File: config.mk
export PLATFORM = sky130hd
export DESIGN_NAME = loop_fetch_sup
export DESIGN_NICKNAME = d
export VERILOG_FILES = /design/src/rtl/loop_fetch_sup.sv
export SDC_FILE = /design/constraint.sdc
export NUM_CORES = 1
export LEC_CHECK = 0
export ABC_AREA = 1
export ABC_CLOCK_PERIOD_IN_PS = 4600
export BUFFER_PORTS_ARGS = -buffer_cell sky130_fd_sc_hd__buf_2
export CORE_ASPECT_RATIO = 1.75
export CORE_UTILIZATION = 45
export DETAILED_ROUTE_END_ITERATION = 10
export PLACE_DENSITY = 0.7
export SYNTH_ARGS = -nofsm -noshare
export SYNTH_HDL_FRONTEND = slang
export SYNTH_SLANG_ARGS = --single-unit
export TNS_END_PERCENT = 5
File: constraint.sdc
create_clock -name clk -period 4.6 [get_ports clk]
set_input_delay 0 -clock clk [delete_from_list [all_inputs] [get_ports clk]]
set_output_delay 0 -clock clk [all_outputs]
set_load 0.05 [all_outputs]
File: src/rtl/loop_fetch_sup.sv
module loop_fetch_sup #(
  parameter int AW = 16,
  parameter logic [AW-1:0] RESET_PC = 16'h0010,
  parameter logic [7:0] BR_OPC = 8'h5C
) (
  input  logic          clk,
  input  logic          rst_n,
  output logic          bus_req,
  output logic          bus_fetch,
  output logic [AW-1:0] bus_addr,
  input  logic          bus_ack,
  input  logic [15:0]   bus_rdata,
  input  logic          op_req,
  input  logic [AW-1:0] op_addr,
  output logic          op_ack,
  output logic [15:0]   op_rdata,
  output logic          dec_valid,
  output logic [15:0]   dec_word,
  output logic [AW-1:0] dec_pc,
  input  logic          dec_ready,
  input  logic          dec_short,
  input  logic          br_cond,
  input  logic [15:0]   cnt_rd,
  output logic          cnt_we,
  output logic [15:0]   cnt_wd,
  input  logic          abort,
  output logic          loop_on
);
  localparam logic [15:0] LOOP_DISP = 16'hFFFC;
  localparam logic [AW-1:0] STEP = AW'(2);

  typedef enum logic [2:0] {S_FETCH, S_DEC, S_EVAL, S_BODY, S_BR} st_t;
  st_t st;

  logic [AW-1:0] pc, hold_pc, br_pc, body_pc;
  logic [15:0]   hold, br_word, body_word, cnt;
  logic          body_ok, want_disp, cnd, loop_q;

  wire fetch_go   = (st == S_FETCH) && !op_req;
  wire fetch_done = fetch_go && bus_ack;
  wire is_br      = hold[15:8] == BR_OPC;
  wire abort_hit  = abort && loop_q;
  wire leave      = cnd || (cnt == 16'h0000);
  wire [AW-1:0] fall   = br_pc + STEP + STEP;
  wire [AW-1:0] target = br_pc + STEP + AW'($signed(hold));
  wire qualify = body_ok && (hold == LOOP_DISP) && (body_pc == br_pc - STEP);

  assign bus_req   = op_req || (st == S_FETCH);
  assign bus_fetch = fetch_go;
  assign bus_addr  = op_req ? op_addr : pc;
  assign op_ack    = op_req && bus_ack;
  assign op_rdata  = bus_rdata;

  assign dec_valid = (st == S_DEC) || (st == S_BODY) || (st == S_BR);
  assign dec_word  = (st == S_BODY) ? body_word : (st == S_BR) ? br_word : hold;
  assign dec_pc    = (st == S_BODY) ? body_pc :
                     ((st == S_BR) || (st == S_EVAL)) ? br_pc : hold_pc;

  assign cnt_we  = (st == S_EVAL) && !cnd && !abort_hit;
  assign cnt_wd  = cnt - 16'd1;
  assign loop_on = loop_q;

  always_ff @(posedge clk) begin
    if (!rst_n) begin
      st        <= S_FETCH;
      pc        <= RESET_PC;
      hold      <= '0;
      hold_pc   <= '0;
      br_word   <= '0;
      br_pc     <= '0;
      body_word <= '0;
      body_pc   <= '0;
      body_ok   <= 1'b0;
      want_disp <= 1'b0;
      cnd       <= 1'b0;
      cnt       <= '0;
      loop_q    <= 1'b0;
    end else if (abort_hit) begin
      loop_q    <= 1'b0;
      body_ok   <= 1'b0;
      want_disp <= 1'b0;
      pc        <= dec_pc;
      st        <= S_FETCH;
    end else begin
      unique case (st)
        S_FETCH: if (fetch_done) begin
          hold      <= bus_rdata;
          hold_pc   <= pc;
          pc        <= pc + STEP;
          want_disp <= 1'b0;
          st        <= want_disp ? S_EVAL : S_DEC;
        end
        S_DEC: if (dec_ready) begin
          if (is_br) begin
            br_word   <= hold;
            br_pc     <= hold_pc;
            cnd       <= br_cond;
            cnt       <= cnt_rd;
            want_disp <= 1'b1;
          end else begin
            body_word <= hold;
            body_pc   <= hold_pc;
            body_ok   <= dec_short;
          end
          st <= S_FETCH;
        end
        S_EVAL: begin
          if (leave) begin
            pc      <= fall;
            loop_q  <= 1'b0;
            body_ok <= 1'b0;
            st      <= S_FETCH;
          end else if (qualify) begin
            loop_q <= 1'b1;
            st     <= S_BODY;
          end else begin
            pc      <= target;
            body_ok <= 1'b0;
            st      <= S_FETCH;
          end
        end
        S_BODY: if (dec_ready) st <= S_BR;
        S_BR: if (dec_ready) begin
          cnd  <= br_cond;
          cnt  <= cnt_rd;
          hold <= LOOP_DISP;
          st   <= S_EVAL;
        end
        default: st <= S_FETCH;
      endcase
    end
  end
endmodule

==> flow_summary.ini, run 1 <==
[die]
die-width_um = 108
core_mm2 = 0.0191
die_h_um = 187
start_util_pct = 46.0
dieArea_mm2 = 0.0201
ios = 142
num_rows = 67

[critical_path]
reg2reg_to = pc[10]
rr_startpoint = br_pc[1]
arrival_ns = 3.58
worstPathMaxFanout = 7
end_kind = register
cp_cell_sequence = ha_1, nand2_1, nor2_4, nand3_1, xor2_1, ha_1, nand2_1, inv_1, a21oi_1, nand3_1, a21oi_1, o21ai_0, nand3_1, nand3_1, nand3_1, nand2_1, nor2_1
worst_setup_path_start_kind = register
critPathSlowestCell = dfxtp_1
r2r_slack_ns = 1.40
crit_type = reg2reg
cp_data_required_time_ns = 4.98
startpoint = br_pc[1]
cpMostUsedCell = nand3_1
max_stage_delay_ns = 0.47
r2r_cells = 17

[sta]
fmax_ghz = 0.312
whs_ns = 0.110
final_max_slew_viol_count = 0
tightest_slew_ns = 0.916
fin_skew_ns = 0.0122
finalHoldViolCount = 0
period_share_pct = 69.6
setup_violations = 0
finalCriticalPeriod_ns = 3.20
tns_ns = 0
rsz0062_at_grt = no
slew_headroom_pct = 38.8

[clock_tree]
root_buffer = clkbuf_16
cts_inserted_buffers = 17
cts_setup_buffers = 0
clkTransAtPathRegs_ns = 0.07
cts_tree = yes
cts.sinks = 135
cts_max_path_buffers = 2
insertion_delay_ns = 0.44
htreeDepth = 4

[logic_synthesis]
ys_seq_area_share_pct = 30.7
yosysWarningCount = 0
synth_edf_count = 0
syn_nets = 1452
synth_area_per_cell_um2 = 6.40
syn-cell-area_mm2 = 0.00880
synth_cell_types = 46
netlist_instances = 1375
synth-seq-cells = 135
async_flop_share_pct = 0
ys.flop_type = dfxtp_1

[drt]
drt-total-wl_um = 28100
drc_errors = 0
vias = 9529
antenna_left = 0
initialDrtViolationCount = 683
drt_pass1_iterations = 5
routedWlPerCell_um = 15.9
vias_per_cell = 5.40

[pwr]
leakagePower_nw = 4.85
power_density_mw_per_mm2 = 388
irDropWorstVdd_uv = 284
fin_total_pwr_w = 0.00405

[global_route]
met1_usage_pct = 30.5
grt_use_total_pct = 28.7
grt_max_degree = 82
grt.met2_usage_pct = 52.1
antenna_found_initial = 0
grt-ovfl-total = 0
busiest_layer = met2
grt_pass1_vias = 9052
met3_usage_pct = 3.38
grt_pass1_wl_um = 44900

[cells_and_area]
drive_gt1_share_pct = 15.7
nets = 1588
final_common_cell = nand2_1
stdcell_count = 1765
fin_area_mm2 = 0.0105
insertedDiodeCount = 0
syn_to_final_growth_pct = 18.8
mostFrequentLayoutCells = nand2_1, nor2_1, o21ai_0

[placed_design]
hpwl_um = 20700
dp.cells = 1697
post_dp_cell_area_mm2 = 0.00953
portBuffers = 141
place_congestion = 0.978

[hold_path]
min_to = pc[7]
hold_path_depth = 3
hold_path.class = in2reg
min_from = rst_n

[outcome]
outcome = completed

[flow_run]
maxCapViolations = 0
-- worst max path at each step --
stage	slack, ns	cells after the start	endpoint
after global placement	1.43	17	pc[10]
after CTS	1.39	17	pc[10]
after global routing	1.11	17	pc[10]
after floorplan	1.77	12	pc[4]
final	1.40	17	pc[10]
after detailed placement	1.41	17	pc[10]
-- repair_timing --
item | CTS | global route
hold endpoints to repair | 37 | 0
hold buffers | 36 | 0
gates resized for setup | 0 | 0
-- power breakdown --
group	switching [W]	total (W)	internal (W)
sequential	0.000168	0.00147	0.00130
clock	0.000615	0.00133	0.000713
combinational	0.000883	0.00125	0.000370
-- worst max-delay path: cells and delay by family (launching register included) --
kind | cells | cell delay (ns)
compound gates | 3 | 0.51
flops | 1 | 0.47
fa+ha+maj | 2 | 0.59
simple gates | 10 | 1.22
buf+inv | 1 | 0.05
xor+xnor | 1 | 0.32
-- routing by layer --
layer  wire (um)  share of wire (%)  up-vias
met5           0                  0        -
met4        1580                5.6        0
met3        1260                4.5       81
met2       14400                 51      318
met1       10900                 39     4325
li1            -                  -     4805
-- state kept, by name, summed over array words and instances (netlist names) --
signal	cells
hold	16
body_word	16
body_ok	1
body_pc	16
st	3
cnt	16
hold_pc	16
want_disp	1
loop_on	1
cnd	1
br_pc	16
br_word	16
pc	16
-- synthesized netlist by cell type, types with 20 or more instances --
library cell	number	area [um2]
nor3_1	21	105
ha_1	20	250
dfxtp_1	135	2700
nor2_1	181	679
inv_1	135	507
clkbuf_1	44	165
xor2_1	31	272
a21oi_1	107	536
o21ai_0	158	791
nand3_1	81	405
nand2_1	289	1080
a31oi_1	23	144
-- per-stage QoR --
step	utilization, %	setup slack, ns
4_1_cts	54.7	1.39
3_5_place_dp	49.9	1.41
6_report	54.7	1.40
3_3_place_gp	49.9	1.43
2_1_floorplan	-	1.77
5_1_grt	54.7	1.11
-- layout make-up --
| class | count | area [um2] |
|---|---|---|
| Clock buffer | 17 | 425 |
| Clock inverter | 15 | 134 |
| Fill cell | 1933 | 8660 |
| Inverter | 144 | 541 |
| Multi-Input combinational cell | 1023 | 5180 |
| Sequential cell | 135 | 2700 |
| Tap cell | 241 | 302 |
| Timing Repair Buffer | 190 | 1160 |
-- cell families after synthesis --
kind of cell / count (synthesis) / synth area share [%]
AND/OR/NAND/NOR: 633 / 31.0
AO/OA/AOI/OAI: 330 / 20.6
buffers and inverters: 217 / 10.4
flip-flops: 135 / 30.7
XOR/XNOR: 39 / 4.25
adder cells (fa/ha/maj): 21 / 3.07
Power figures use the tool's default switching activity.
==> run 2: changes to the inputs <==
--- a/config.mk
+++ b/config.mk
@@ -6,12 +6,12 @@
 export NUM_CORES = 1
 export LEC_CHECK = 0
 export ABC_AREA = 1
-export ABC_CLOCK_PERIOD_IN_PS = 4600
+export ABC_CLOCK_PERIOD_IN_PS = 2840
 export BUFFER_PORTS_ARGS = -buffer_cell sky130_fd_sc_hd__buf_2
 export CORE_ASPECT_RATIO = 1.75
 export CORE_UTILIZATION = 45
 export DETAILED_ROUTE_END_ITERATION = 10
-export PLACE_DENSITY = 0.7
+export PLACE_DENSITY = 0.72
 export SYNTH_ARGS = -nofsm -noshare
 export SYNTH_HDL_FRONTEND = slang
 export SYNTH_SLANG_ARGS = --single-unit
==> constraint.sdc (replaced) <==
create_clock -name clk -period 2.84 [get_ports clk]
set_input_delay 0 -clock clk [delete_from_list [all_inputs] [get_ports clk]]
set_output_delay 0 -clock clk [all_outputs]
set_load 0.05 [all_outputs]
==> run 2 against run 1 <==
Compared with the run above:
- die area stayed put
- sequential cell count unchanged
- worst hold slack worse by 0.020 ns
- via count up 2.3%
- clock power increased by 65%
- setup slack lost 1.2 ns
- cell count up 2.8%
- maximum frequency grew 20%
- wire length grew 1.7%
- design area is 5.4% higher
- global-route usage down 0.15 points
- register-to-register slack worse by 1.2 ns
- critical path type unchanged
- largest power group unchanged
- highest routed layer unchanged
==> flow_summary.ini, run 2 (same netlist as run 1, synthesis figures left out) <==
[hold_path]
hold_path.class = in2reg
hold_path_depth = 3
min_from = rst_n
min_to = pc[4]

[critical_path]
rr_startpoint = br_pc[1]
cp_data_required_time_ns = 3.17
r2r_cells = 20
r2r_slack_ns = 0.18
reg2reg_to = pc[14]
worst_setup_path_start_kind = register
arrival_ns = 3.00
crit_type = reg2reg
worstPathMaxFanout = 5
end_kind = register

[drt]
antenna_left = 0
drc_errors = 0
drt_pass1_iterations = 5
initialDrtViolationCount = 600
drt-total-wl_um = 28600
routedWlPerCell_um = 15.7
vias = 9747
vias_per_cell = 5.37

[clock_tree]
insertion_delay_ns = 0.44
cts_inserted_buffers = 17
htreeDepth = 4
cts.sinks = 135
cts_tree = yes
cts_max_path_buffers = 2
clkTransAtPathRegs_ns = 0.07
root_buffer = clkbuf_16

[global_route]
grt_pass1_wl_um = 45000
grt_use_total_pct = 28.5
grt-ovfl-total = 0
grt_pass1_vias = 9138
antenna_found_initial = 0
grt_max_degree = 121

[cells_and_area]
nets = 1638
mostFrequentLayoutCells = nand2_1, nor2_1, o21ai_0
fillCellCount = 1812
final_common_cell = nand2_1
stdcell_count = 1815
regArea_mm2 = 0.00272
drive_gt1_share_pct = 20.3
multi_input_area_mm2 = 0.00531
syn_to_final_growth_pct = 25.1
insertedDiodeCount = 0

[pwr]
p_clk_share_pct = 32.7
irDropWorstVdd_uv = 380
sw_frac_of_total_pct = 40.7
fin_total_pwr_w = 0.00671
p_int_w = 0.00398
power_density_mw_per_mm2 = 609
p_switching_w = 0.00273
seq_power_share_pct = 34.6
combPwrFrac_pct = 32.7
leakagePower_nw = 5.12

[placed_design]
portBuffers = 141
place_congestion = 0.987
hpwl_um = 21000
dp.cells = 1744

[outcome]
outcome = completed

[sta]
fin_skew_ns = 0.0104
whs_ns = 0.0898
final_max_slew_viol_count = 0
fmax_ghz = 0.375
finalHoldViolCount = 0
period_share_pct = 93.8
finalCriticalPeriod_ns = 2.66
setup_violations = 0
slew_headroom_pct = 28.8
rsz0062_at_grt = yes
tightest_slew_ns = 1.07
tns_ns = 0

[die]
dieArea_mm2 = 0.0201
core_mm2 = 0.0191
die_h_um = 187
num_rows = 67
start_util_pct = 46.0
ios = 142
die-width_um = 108

[flow_run]
maxCapViolations = 0
-- run 2: per-layer routing --
layer / up-vias / GRT usage [%] / routed length (um)
met1: 4449 / 30.2 / 10900
met3: 74 / 3.59 / 1200
li1: 4904 / - / -
met2: 320 / 52.3 / 15000
met5: - / 0 / 0
met4: 0 / 17.1 / 1490
-- run 2: what timing repair did --
action / CTS / global route
pin swaps: 0 / 6
setup buffers: 0 / 3
hold endpoints to repair: 37 / 0
resized for setup: 4 / 37
hold buffers: 36 / 0
setup endpoints to repair: 2 / 13
-- run 2: how the worst max path moves through the flow --
stage | startpoint | end | slack, ns | cells past startpoint
CTS | br_pc[2] | pc[12] | -0.003 | 21
detailed placement | br_pc[2] | pc[10] | -0.06 | 18
floorplan | st[0] | pc[4] | 0.01 | 12
global placement | br_pc[2] | pc[10] | 0.02 | 18
finish | br_pc[1] | pc[14] | 0.18 | 20
global route | br_pc[1] | pc[10] | -0.03 | 16
-- run 2: worst max-delay path, cell delays in order (launching register included) --
cell	delay (ns)
dfxtp_4	0.37
ha_4	0.14
nand2_2	0.09
nor2_4	0.17
nand3_1	0.10
xor2_1	0.17
ha_1	0.38
nand2_1	0.08
nand2_1	0.12
a21oi_2	0.05
buf_4	0.14
nor4_1	0.18
nor2_1	0.09
nand2_1	0.07
nand2_1	0.04
nand3_1	0.06
nand3_1	0.08
nand2_1	0.07
inv_1	0.03
nor2_1	0.07
nor2_1	0.05
-- run 2: power groups by stage --
stage / Clock (W) / Combinational, W / Sequential, W
finish: 0.00219 / 0.00219 / 0.00232
global route: 0.00229 / 0.00239 / 0.00235
CTS: 0.00222 / 0.00214 / 0.00232
detailed placement: 0 / 0.00209 / 0.00236
global placement: 0 / 0.00207 / 0.00235
floorplan: 0 / 0.00156 / 0.00230
-- run 2: cell type report --
cell class / instances / share of cell area (%)
clock inverters: 14 / 1.24
inverters: 144 / 4.91
clock buffers: 18 / 3.99
flip-flops and latches: 135 / 24.7
well taps: 241 / 2.74
multi-input cells: 1023 / 48.2
repair buffers: 240 / 14.2
-- run 2: through the flow --
step	utilization [%]	cell area (um2)	setup WS, ns
after floorplan	-	8800	0.0129
after global placement	51.8	9910	0.0169
after detailed placement	51.8	9910	-0.0565
after CTS	56.9	10900	-0.00349
after global routing	57.6	11000	-0.0319
final	57.6	11000	0.176
